$ cat src/rtl/burst_col_pkg.sv
package burst_col_pkg;

  // Ordering of the low column field across a burst
  typedef enum logic {
    ORD_LINEAR = 1'b0,
    ORD_XOR    = 1'b1
  } order_e;

  // Burst-length code width at the block edge
  localparam int LEN_CODE_W = 2;

endpackage

$ cat src/rtl/bcs_cfg_reg.sv
// Holds the parameters of the burst in flight: base column, field mask, order.
module bcs_cfg_reg
  import burst_col_pkg::*;
#(
  parameter int COL_W   = 9,
  parameter int LOG_MAX = 3
) (
  input  logic                  clk,
  input  logic                  rst_n,
  input  logic                  load_i,
  input  logic [COL_W-1:0]      col_i,
  input  logic [LEN_CODE_W-1:0] code_i,
  input  logic                  order_i,
  output logic [COL_W-1:0]      base_o,
  output logic [LOG_MAX-1:0]    mask_o,
  output order_e                order_o
);

  logic [COL_W-1:0]   base_q, base_d;
  logic [LOG_MAX-1:0] mask_q, mask_d;
  order_e             ord_q, ord_d;
  logic [LOG_MAX-1:0] mask_new;

  // Field mask: bit b is part of the burst field when b <= code.
  // Codes beyond the widest field saturate at LOG_MAX bits.
  always_comb begin
    for (int b = 0; b < LOG_MAX; b++) begin
      mask_new[b] = (int'(code_i) >= b);
    end
  end

  always_comb begin
    base_d = base_q;
    mask_d = mask_q;
    ord_d  = ord_q;
    if (load_i) begin
      base_d = col_i;
      mask_d = mask_new;
      ord_d  = order_e'(order_i);
    end
  end

  always_ff @(posedge clk or negedge rst_n) begin
    if (!rst_n) begin
      base_q <= '0;
      mask_q <= '0;
      ord_q  <= ORD_LINEAR;
    end else if (load_i) begin
      base_q <= base_d;
      mask_q <= mask_d;
      ord_q  <= ord_d;
    end
  end

  assign base_o  = base_q;
  assign mask_o  = mask_q;
  assign order_o = ord_q;

endmodule

$ cat src/rtl/bcs_beat_ctr.sv
// Beat counter: tracks the beat index and whether a burst is running.
module bcs_beat_ctr #(
  parameter int LOG_MAX = 3
) (
  input  logic               clk,
  input  logic               rst_n,
  input  logic               start_i,
  input  logic [LOG_MAX-1:0] mask_i,
  output logic [LOG_MAX-1:0] cnt_o,
  output logic               busy_o,
  output logic               last_o
);

  logic [LOG_MAX-1:0] cnt_q, cnt_d;
  logic               busy_q, busy_d;
  logic               is_last;
  logic               cnt_en;

  assign is_last = busy_q && (cnt_q == mask_i);
  assign cnt_en  = start_i || busy_q;

  always_comb begin
    cnt_d  = cnt_q;
    busy_d = busy_q;
    if (start_i) begin
      cnt_d  = '0;
      busy_d = 1'b1;
    end else if (busy_q) begin
      if (is_last) begin
        cnt_d  = '0;
        busy_d = 1'b0;
      end else begin
        cnt_d  = cnt_q + 1'b1;
      end
    end
  end

  always_ff @(posedge clk or negedge rst_n) begin
    if (!rst_n) begin
      cnt_q  <= '0;
      busy_q <= 1'b0;
    end else if (cnt_en) begin
      cnt_q  <= cnt_d;
      busy_q <= busy_d;
    end
  end

  assign cnt_o  = cnt_q;
  assign busy_o = busy_q;
  assign last_o = is_last;

endmodule

$ cat src/rtl/bcs_col_mix.sv
// Forms the beat column: burst field from the order rule, upper bits from base.
module bcs_col_mix
  import burst_col_pkg::*;
#(
  parameter int COL_W   = 9,
  parameter int LOG_MAX = 3
) (
  input  logic [COL_W-1:0]   base_i,
  input  logic [LOG_MAX-1:0] mask_i,
  input  order_e             order_i,
  input  logic [LOG_MAX-1:0] cnt_i,
  output logic [COL_W-1:0]   col_o
);

  logic [LOG_MAX-1:0] low_sum;
  logic [LOG_MAX-1:0] low_xor;
  logic [LOG_MAX-1:0] low_sel;

  // The sum wraps modulo 2^LOG_MAX. Masking it per bit below gives modulo BL,
  // because a carry only moves toward higher bits.
  assign low_sum = base_i[LOG_MAX-1:0] + cnt_i;
  assign low_xor = base_i[LOG_MAX-1:0] ^ cnt_i;
  assign low_sel = (order_i == ORD_XOR) ? low_xor : low_sum;

  for (genvar b = 0; b < COL_W; b++) begin : g_bit
    if (b < LOG_MAX) begin : g_field
      assign col_o[b] = mask_i[b] ? low_sel[b] : base_i[b];
    end else begin : g_upper
      assign col_o[b] = base_i[b];
    end
  end

endmodule

$ cat src/rtl/burst_col_seq.sv
module burst_col_seq
  import burst_col_pkg::*;
#(
  parameter int COL_W   = 9,
  parameter int LOG_MAX = 3
) (
  input  logic                  clk,
  input  logic                  rst_n,
  input  logic                  req_i,
  input  logic [COL_W-1:0]      req_col_i,
  input  logic [LEN_CODE_W-1:0] len_code_i,
  input  logic                  order_i,
  output logic [COL_W-1:0]      beat_col_o,
  output logic                  beat_valid_o,
  output logic                  beat_last_o
);

  logic [COL_W-1:0]   base;
  logic [LOG_MAX-1:0] mask;
  order_e             ord;
  logic [LOG_MAX-1:0] cnt;

  bcs_cfg_reg #(.COL_W(COL_W), .LOG_MAX(LOG_MAX)) u_cfg (
    .clk     (clk),
    .rst_n   (rst_n),
    .load_i  (req_i),
    .col_i   (req_col_i),
    .code_i  (len_code_i),
    .order_i (order_i),
    .base_o  (base),
    .mask_o  (mask),
    .order_o (ord)
  );

  bcs_beat_ctr #(.LOG_MAX(LOG_MAX)) u_ctr (
    .clk     (clk),
    .rst_n   (rst_n),
    .start_i (req_i),
    .mask_i  (mask),
    .cnt_o   (cnt),
    .busy_o  (beat_valid_o),
    .last_o  (beat_last_o)
  );

  bcs_col_mix #(.COL_W(COL_W), .LOG_MAX(LOG_MAX)) u_mix (
    .base_i  (base),
    .mask_i  (mask),
    .order_i (ord),
    .cnt_i   (cnt),
    .col_o   (beat_col_o)
  );

endmodule

$ cat config.mk
export PLATFORM = sky130hd
export DESIGN_NAME = burst_col_seq
export DESIGN_NICKNAME = d
export VERILOG_FILES = /design/src/rtl/burst_col_pkg.sv /design/src/rtl/bcs_cfg_reg.sv /design/src/rtl/bcs_beat_ctr.sv /design/src/rtl/bcs_col_mix.sv /design/src/rtl/burst_col_seq.sv
export SDC_FILE = /design/constraint.sdc
export NUM_CORES = 1
export LEC_CHECK = 0
export BUFFER_PORTS_ARGS = -buffer_cell sky130_fd_sc_hd__buf_2
export CAP_MARGIN = 25
export CORE_ASPECT_RATIO = 0.8
export CORE_MARGIN = 2
export CORE_UTILIZATION = 50
export DETAILED_ROUTE_END_ITERATION = 16
export PLACE_DENSITY_LB_ADDON = 0.2
export SLEW_MARGIN = 30
export SYNTH_ARGS = -nofsm -noshare
export SYNTH_HDL_FRONTEND = slang
export SYNTH_HIERARCHICAL = 1
export SYNTH_SLANG_ARGS = --single-unit
$ cat constraint.sdc
create_clock -name clk -period 3.3 [get_ports clk]
set_input_delay 0.495 -clock clk [delete_from_list [all_inputs] [get_ports clk]]
set_output_delay 0.495 -clock clk [all_outputs]
set_load 0.005 [all_outputs]
==> Yosys cells after proc, flatten, opt, wreduce, memory -nomap -nowiden <==
Cells that the tools add are included.
{ "word_totals": {"ff_bits": 17, "input_bits": 15, "output_inout_bits": 11, "wordCells": 25} }
{ "classes": {"add_sub_neg": 2, "n_lt_le_gt_ge": 2, "n_eq_ne": 1, "muxes": 10, "bitwise": 1, "n_reduce_logical": 4} }
{ "op_table": {"columns": ["cell", "count"], "rows": [
  ["two-way mux 3 bit", 4],
  ["two-way mux 1 bit", 6],
  ["adder 3 x 1 -> 3 bit (second input constant)", 1],
  ["adder 3 bit", 1],
  ["equality test 3 bit", 1],
  ["XOR 3 bit", 1],
  ["greater-or-equal comparator 2 x 1 -> 1 bit (second input constant)", 1],
  ["greater-or-equal comparator 2 bit (second input constant)", 1],
  ["AND reduction 2 bit", 1],
  ["nonzero test 2 bit", 1],
  ["logical AND 1 bit", 1],
  ["logical OR 1 bit", 1]
]} }

==> Logic depth before layout (Yosys ltp) <==
Gate-level depths: netlist (run 1).
{ "logic_depth": {"depth_word": 5, "ltp_mapped": 6, "ltp_nobuf": 6} }

==> Hierarchy <==
The synthesis (run 1) kept the hierarchy.
{ "modules_own_cells": {"columns": ["mod", "instances", "cells_each", "area_per_inst_um2", "seq_area_each_um2"], "rows": [
  ["bcs_cfg_reg", 1, 29, 505.5, 325.3],
  ["bcs_beat_ctr", 1, 27, 274.0, 100.1],
  ["bcs_col_mix", 1, 20, 157.7, 0.0]
]} }

==> Worst setup path before layout (run 1) <==
Ideal clock, no wire load.
{ "synth_path": {"kind": "flip-flop to output port", "startpoint": "register u_ctr.cnt_q[0] (netlist: u_ctr/cnt_o[0])", "endpoint": "output port beat_col_o[2]", "arrival_time_ns": 1.446, "t_required_ns": 2.805, "slack_ns": 1.359, "stages_incl_launch_ff": 7, "n_path_buf": 0, "path_cell_list": "dfrtp_1 -> ha_1 -> inv_1 -> fa_1 -> o21a_1 -> o21ai_1 -> xnor2_1"} }
{ "synth_between": {"elab_chain_cells": 3} }
{ "synth_rtl": {"columns": ["element", "line", "text"], "rows": [
  ["from (decl)", "bcs_beat_ctr.sv:14", "logic [LOG_MAX-1:0] cnt_q, cnt_d;"],
  ["from (signal assigned)", "bcs_beat_ctr.sv:43", "cnt_q <= cnt_d;"],
  ["adder 3 bit", "bcs_col_mix.sv:21", "assign low_sum = base_i[LOG_MAX-1:0] + cnt_i;"],
  ["two-way mux 3 bit", "bcs_col_mix.sv:23", "assign low_sel = (order_i == ORD_XOR) ? low_xor : low_sum;"],
  ["two-way mux 1 bit", "bcs_col_mix.sv:27", "assign col_o[b] = mask_i[b] ? low_sel[b] : base_i[b];"],
  ["to (decl)", "burst_col_seq.sv:13", "output logic [COL_W-1:0] beat_col_o,"]
]} }
No other way between the ends.

==> Final worst setup path (run 1) <==
Ends and elaborated chain as after synthesis.

==> results of run 1 <==
path summary, 6_finish.rpt:
| path | slack, ns | start | endpoint |
|---|---|---|---|
| max in group asynchronous | 2.93 | rst_n | u_ctr/busy_o |
| worst max-delay path | 0.78 | u_ctr/cnt_o[0] | beat_col_o[2] |
| worst max register to register | 2.05 | u_ctr/cnt_o[1] | u_ctr/cnt_o[2] |
| worst min-delay path | 0.10 | rst_n | u_cfg/base_o[5] |
| worst min register to register | 0.51 | u_cfg/base_o[3] | u_cfg/base_o[3] |
| min in group clk | 0.42 | req_col_i[2] | u_cfg/base_o[2] |
through the flow:
| step | power, mW | worst slack [ns] | hold WS [ns] |
|---|---|---|---|
| 6_report | 0.524 | 0.780 | 0.102 |
| 5_1_grt | 0.565 | 0.693 | 0.118 |
| 4_1_cts | 0.531 | 0.785 | 0.108 |
| 3_5_place_dp | 0.414 | 1.13 | 0.437 |
| 3_3_place_gp | 0.409 | 1.21 | 0.437 |
| 2_1_floorplan | 0.371 | 1.36 | 0.199 |
sequential cells by signal, indices dropped and copies added, names as in the netlist:
name	flops
u_cfg/mask_o	3
u_cfg/base_o	9
u_ctr/cnt_o	3
u_cfg/order_o	1
u_ctr/busy_o	1
routing by layer:
metal  part of all wire [%]  up-vias
met4                   0.38        0
met3                    4.9        2
met5                      0        -
li1                       -      300
met2                     46       14
met1                     49      302
cell type report:
type | count | area share [%]
Multi-Input combinational cell | 47 | 41.1
Tap cell | 22 | 2.59
Sequential cell | 17 | 40.0
Inverter | 5 | 1.76
Timing Repair Buffer | 25 | 11.8
Clock buffer | 3 | 2.12
Clock inverter | 1 | 0.706
synthesized netlist by cell type (2+ instances only):
cell	instances	area share (%)
nor4_1	2	1.3
nor3_1	3	1.6
inv_1	5	2.0
nand2_1	3	1.2
xor2_2	2	3.5
ha_1	3	4.0
mux2_4	7	11
buf_4	6	4.8
dfrtp_1	17	45
a21oi_1	2	1.1
nor2_1	4	1.6
nand3b_1	2	1.6
mux2_2	5	6.0
where the power goes:
group | total (mW) | internal (mW) | switching [mW]
combinational | 0.147 | 0.0796 | 0.0672
sequential | 0.261 | 0.232 | 0.0294
clock | 0.116 | 0.0461 | 0.0696
total | 0.524 | 0.358 | 0.166
logic make-up (layout without fill, tap and decap cells):
family                   count (synthesis)  count (layout)  synth area share, %
flip-flops                              17              17                 45.4
adder cells (fa/ha/maj)                  4               4                 6.14
buffers and inverters                   12              34                 8.01
AO/OA/AOI/OAI                            8               8                 6.54
multiplexers                            13              13                 18.3
XOR/XNOR                                 4               4                 5.34
AND/OR/NAND/NOR                         18              18                 10.3
==> metrics.log, run 1 <==
[metrics] outcome: completed
[metrics] # setup viols final: 0
[metrics] met3 Usage GRT: 6.34%
[metrics] number of buffers between clock root and the deepest sink: 2
[metrics] cell leakage power: 0.516 nW
[metrics] cell family contributing the most delay on the critical path: adder cells
[metrics] I/O pin total: 26
[metrics] area growth from synthesis to layout: 13.5%
[metrics] Post-CTS Setup Repair Bufs: 0
[metrics] Clk Latency, worst-skew pair: 0.29 ns
[metrics] Avg Vias per Cell: 5.15
[metrics] cell at the root of the clock tree: clkbuf_4
[metrics] fraction of layout instances using a drive strength above 1: 46.9%
[metrics] number of levels in the clock H-tree: 1
[metrics] instance count after placement with tap cells included: 116
[metrics] number of gates on the worst path with buffers counted: 7
[metrics] worst-case vdd ir drop: 362 uV
[metrics] CP Launch Type: flop
[metrics] total number of nets in the final design: 118
[metrics] gp weighted congestion: 0.771
[metrics] final cycle utilization of the critical path: 76.4%
[metrics] Remaining Overflow, GRT: 0
[metrics] depth of the most critical reg-to-reg path: 4
[metrics] cells after synthesis: 76
[metrics] post-synthesis net count: 95
[metrics] post-CTS resize count: 0
[metrics] antenna violations before repair: 0
[metrics] count of buffers inserted at the top-level ports: 25
[metrics] first-pass iteration count of the detailed router: 4
[metrics] setup skew after layout: 0.00159 ns
[metrics] Clock transition at path regs: 0.11 ns
[metrics] Post-synth EDFFs: 0
[metrics] global routing usage on met1: 22.1%
[metrics] WL/cell: 13.0 um
[metrics] Syn Area/Cell: 12.3 um^2
[metrics] height of the die: 42.7 um
[metrics] final count of hold timing violations: 0
[metrics] Final Max Slew Viols: 0
[metrics] final routed wirelength across all metal layers: 1560 um
[metrics] number of fill cells in the layout: 151
[metrics] initial core utilization: 55.4%
[metrics] number of global-route vias before repair: 617
[metrics] setup repair after global routing missed its margin: no
[metrics] count of maximum capacitance violations: 0
[metrics] area after detailed placement: 1030 um^2
[metrics] flip-flop and latch count after synthesis: 17
[metrics] final standard cell utilization of the core: 62.9%
[metrics] number of antenna cells inserted: 0
[metrics] clock tree from TritonCTS: built
[metrics] floorplan core area: 1690 um^2
[metrics] largest fanout on the critical path: 5
[metrics] remaining antenna violation count: 0
[metrics] data arrival time at the worst-slack endpoint: 2.02 ns
[metrics] Slew @ Worst Pin: 0.452 ns
[metrics] placed wire-length estimate: 1170 um
[metrics] final std cells w/o fill: 120
[metrics] largest net degree at the start of global routing: 20
[metrics] most used cells in the layout excluding fill and tap cells: 25 x buf_2, 17 x dfrtp_1, 7 x mux2_4
[metrics] Clock Sink Count: 17
[metrics] Sequential Area: 425 um^2
[metrics] overall die width: 52.4 um
[metrics] global-route wire length before repair: 2820 um
[metrics] total routing resource utilization after global routing: 17.1%
[metrics] post-route minimum period: 2.52 ns
[metrics] delay of the slowest cell on the worst path: 0.47 ns
[metrics] endpoint class of the critical path: primary output
[metrics] Total Negative Setup Slacks: 0 ns
[metrics] CTS Hold Bufs: 0
[metrics] DRC violation total after the first TritonRoute iteration: 5
[metrics] area taken by multi-input logic gates: 437 um^2
[metrics] synthesized cell area: 937 um^2
[metrics] number of distinct library cell variants in the gate-level netlist after synthesis: 28
[metrics] Pwr Density: 493 nW/um^2
[metrics] count of yosys warnings during synthesis: 6
[metrics] via count: 618
[metrics] DRC violations left: 0
[metrics] FFs w/ async S/R, synth: 100%
[metrics] met2 demand-to-capacity share in global routing: 27.8%
[metrics] Data required, critical path: 2.80 ns
[metrics] sequential share of the synthesized area: 45.4%
[metrics] most common cell after layout, fill and taps aside: buf_2
[metrics] peak clock frequency supported by timing: 397 MHz
[metrics] path type of the worst setup path: flop to primary output
[metrics] clock buffer count from CTS: 3
[metrics] Top Usage Layer GRT: met2
[metrics] standard-cell rows: 13
[metrics] Worst Path Buf+Inv: 2
[metrics] area of all placed cells without fillers: 1060 um^2
[metrics] DIE AREA: 2240 um^2
[metrics] master of the slowest instance on the critical path: dfrtp_1
[metrics] worst path cell trace: ha_1 > inv_1 > fa_1 > o21a_1 > o21ai_1 > xnor2_1 > buf_2
[metrics] path type of the worst min-delay path: primary input to async pin
[metrics] Max-Slew Margin vs Limit: 69.9%
[metrics] dominant register cell in the synthesized netlist: dfrtp_1
Note: power is estimated with default switching activity, not from simulation.
==> run 2: changes to the inputs <==
- CORE_UTILIZATION: 50 -> 45
- clock period: 3.3 -> 2.21 ns (I/O delays scaled with it)
==> metrics.log, run 2 (synthesized netlist as in run 1, its figures left out) <==
[metrics] outcome: completed
[metrics] area growth from synthesis to layout: 18.7%
[metrics] post-route minimum period: 2.12 ns
[metrics] overall die width: 55.0 um
[metrics] worst-case vdd ir drop: 468 uV
[metrics] I/O pin total: 26
[metrics] DRC violation total after the first TritonRoute iteration: 7
[metrics] instance count after placement with tap cells included: 118
[metrics] fraction of layout instances using a drive strength above 1: 54.5%
[metrics] depth of the worst hold-timing path: 2
[metrics] largest net degree at the start of global routing: 20
[metrics] floorplan core area: 1930 um^2
[metrics] most common cell after layout, fill and taps aside: buf_2
[metrics] endpoint class of the critical path: primary output
[metrics] via count: 627
[metrics] clock buffer count from CTS: 3
[metrics] height of the die: 44.8 um
[metrics] number of buffers between clock root and the deepest sink: 2
[metrics] Clk Latency, worst-skew pair: 0.30 ns
[metrics] remaining antenna violation count: 0
[metrics] first-pass iteration count of the detailed router: 4
[metrics] Clock transition at path regs: 0.11 ns
[metrics] placed wire-length estimate: 1210 um
[metrics] data arrival time at the worst-slack endpoint: 1.79 ns
[metrics] cell at the root of the clock tree: clkbuf_4
[metrics] count of buffers inserted at the top-level ports: 25
[metrics] Sequential Area: 428 um^2
[metrics] gp weighted congestion: 0.734
[metrics] count of maximum capacitance violations: 0
[metrics] Max-Slew Margin vs Limit: 70.4%
[metrics] global-route wire length before repair: 2810 um
[metrics] Slew @ Worst Pin: 0.443 ns
[metrics] path type of the worst setup path: flop to primary output
[metrics] Avg Vias per Cell: 5.02
[metrics] number of levels in the clock H-tree: 1
[metrics] antenna violations before repair: 0
[metrics] final std cells w/o fill: 125
[metrics] Total Negative Setup Slacks: 0 ns
[metrics] number of global-route vias before repair: 626
[metrics] final count of hold timing violations: 0
[metrics] area taken by multi-input logic gates: 458 um^2
[metrics] Pwr Density: 730 nW/um^2
[metrics] most used cells in the layout excluding fill and tap cells: 25 x buf_2, 15 x dfrtp_1, 7 x mux2_4
[metrics] slack of the worst reg-to-reg path: 0.84 ns
[metrics] peak clock frequency supported by timing: 472 MHz
[metrics] final routed wirelength across all metal layers: 1720 um
[metrics] DIE AREA: 2470 um^2
[metrics] number of antenna cells inserted: 0
[metrics] DRC violations left: 0
[metrics] CP Launch Type: flop
[metrics] number of fill cells in the layout: 186
[metrics] depth of the most critical reg-to-reg path: 4
[metrics] Largest register FFs: 9
[metrics] Clock Sink Count: 17
[metrics] Remaining Overflow, GRT: 0
[metrics] final cycle utilization of the critical path: 95.8%
[metrics] setup skew after layout: 0.00670 ns
[metrics] total routing resource utilization after global routing: 16.9%
[metrics] total number of nets in the final design: 121
[metrics] clock tree from TritonCTS: built
[metrics] WL/cell: 13.8 um
[metrics] path type of the worst min-delay path: primary input to flop
[metrics] standard-cell rows: 14
[metrics] initial core utilization: 48.6%
[metrics] # setup viols final: 0
[metrics] largest fanout on the critical path: 2
[metrics] cell leakage power: 0.531 nW
[metrics] Data required, critical path: 1.88 ns
[metrics] Final Max Slew Viols: 0
## run 2: critical path, cell delays in order, from the launching register on
cell     delay [ns]
dfrtp_1        0.41
ha_4           0.15
inv_2          0.03
fa_2           0.33
o21a_1         0.19
o21ai_2        0.14
xnor2_1        0.12
buf_2          0.12
## run 2: power breakdown
part / switching, mW / total, mW / internal [mW]
registers: 0.0424 / 0.391 / 0.349
logic: 0.115 / 0.250 / 0.136
clock network: 0.104 / 0.171 / 0.0674
## run 2: layout make-up
cell class / instances / area share (%)
multi-input cells: 47 / 41.2
clock buffers: 3 / 2.02
inverters: 5 / 1.69
flip-flops and latches: 17 / 38.5
clock inverters: 1 / 0.450
repair buffers: 28 / 13.5
well taps: 24 / 2.70
## run 2: repair_timing
action                                 CTS  global route
resized for setup                        1             7
hold buffers                             1             0
endpoints found under the hold margin   17             0
pin swaps                                0             1
buffers inserted                         2             0
setup endpoints to repair                1             2
## run 2: routing by layer
metal	global-route usage [%]	vias up	part of all wire [%]
li1	-	306	-
met2	27.4	19	46
met3	6.95	2	6.2
met4	4.39	0	1.0
met1	21.0	300	47
met5	0	-	0
## run 2: path summary, 6_finish.rpt
check,from,endpoint
worst max-delay path,u_cfg/base_o[0],beat_col_o[2]
worst min-delay path,req_col_i[2],u_cfg/base_o[2]
worst max register to register,u_ctr/cnt_o[0],u_ctr/cnt_o[1]
worst min register to register,u_cfg/base_o[8],u_cfg/base_o[8]
max in group asynchronous,rst_n,u_ctr/cnt_o[1]
min in group asynchronous,rst_n,u_ctr/cnt_o[0]
## run 2: stage by stage
step	total power, mW	hold WS (ns)	util (%)	cell area (um^2)	setup WS (ns)
global placement	0.613	0.275	53.8	1040	0.271
floorplan	0.555	0.0359	-	937	0.433
detailed placement	0.619	0.281	53.8	1040	0.230
finish	0.813	0.255	57.7	1110	0.0925
CTS	0.803	0.248	56.6	1090	0.0171
global route	0.875	0.236	57.7	1110	-0.00352
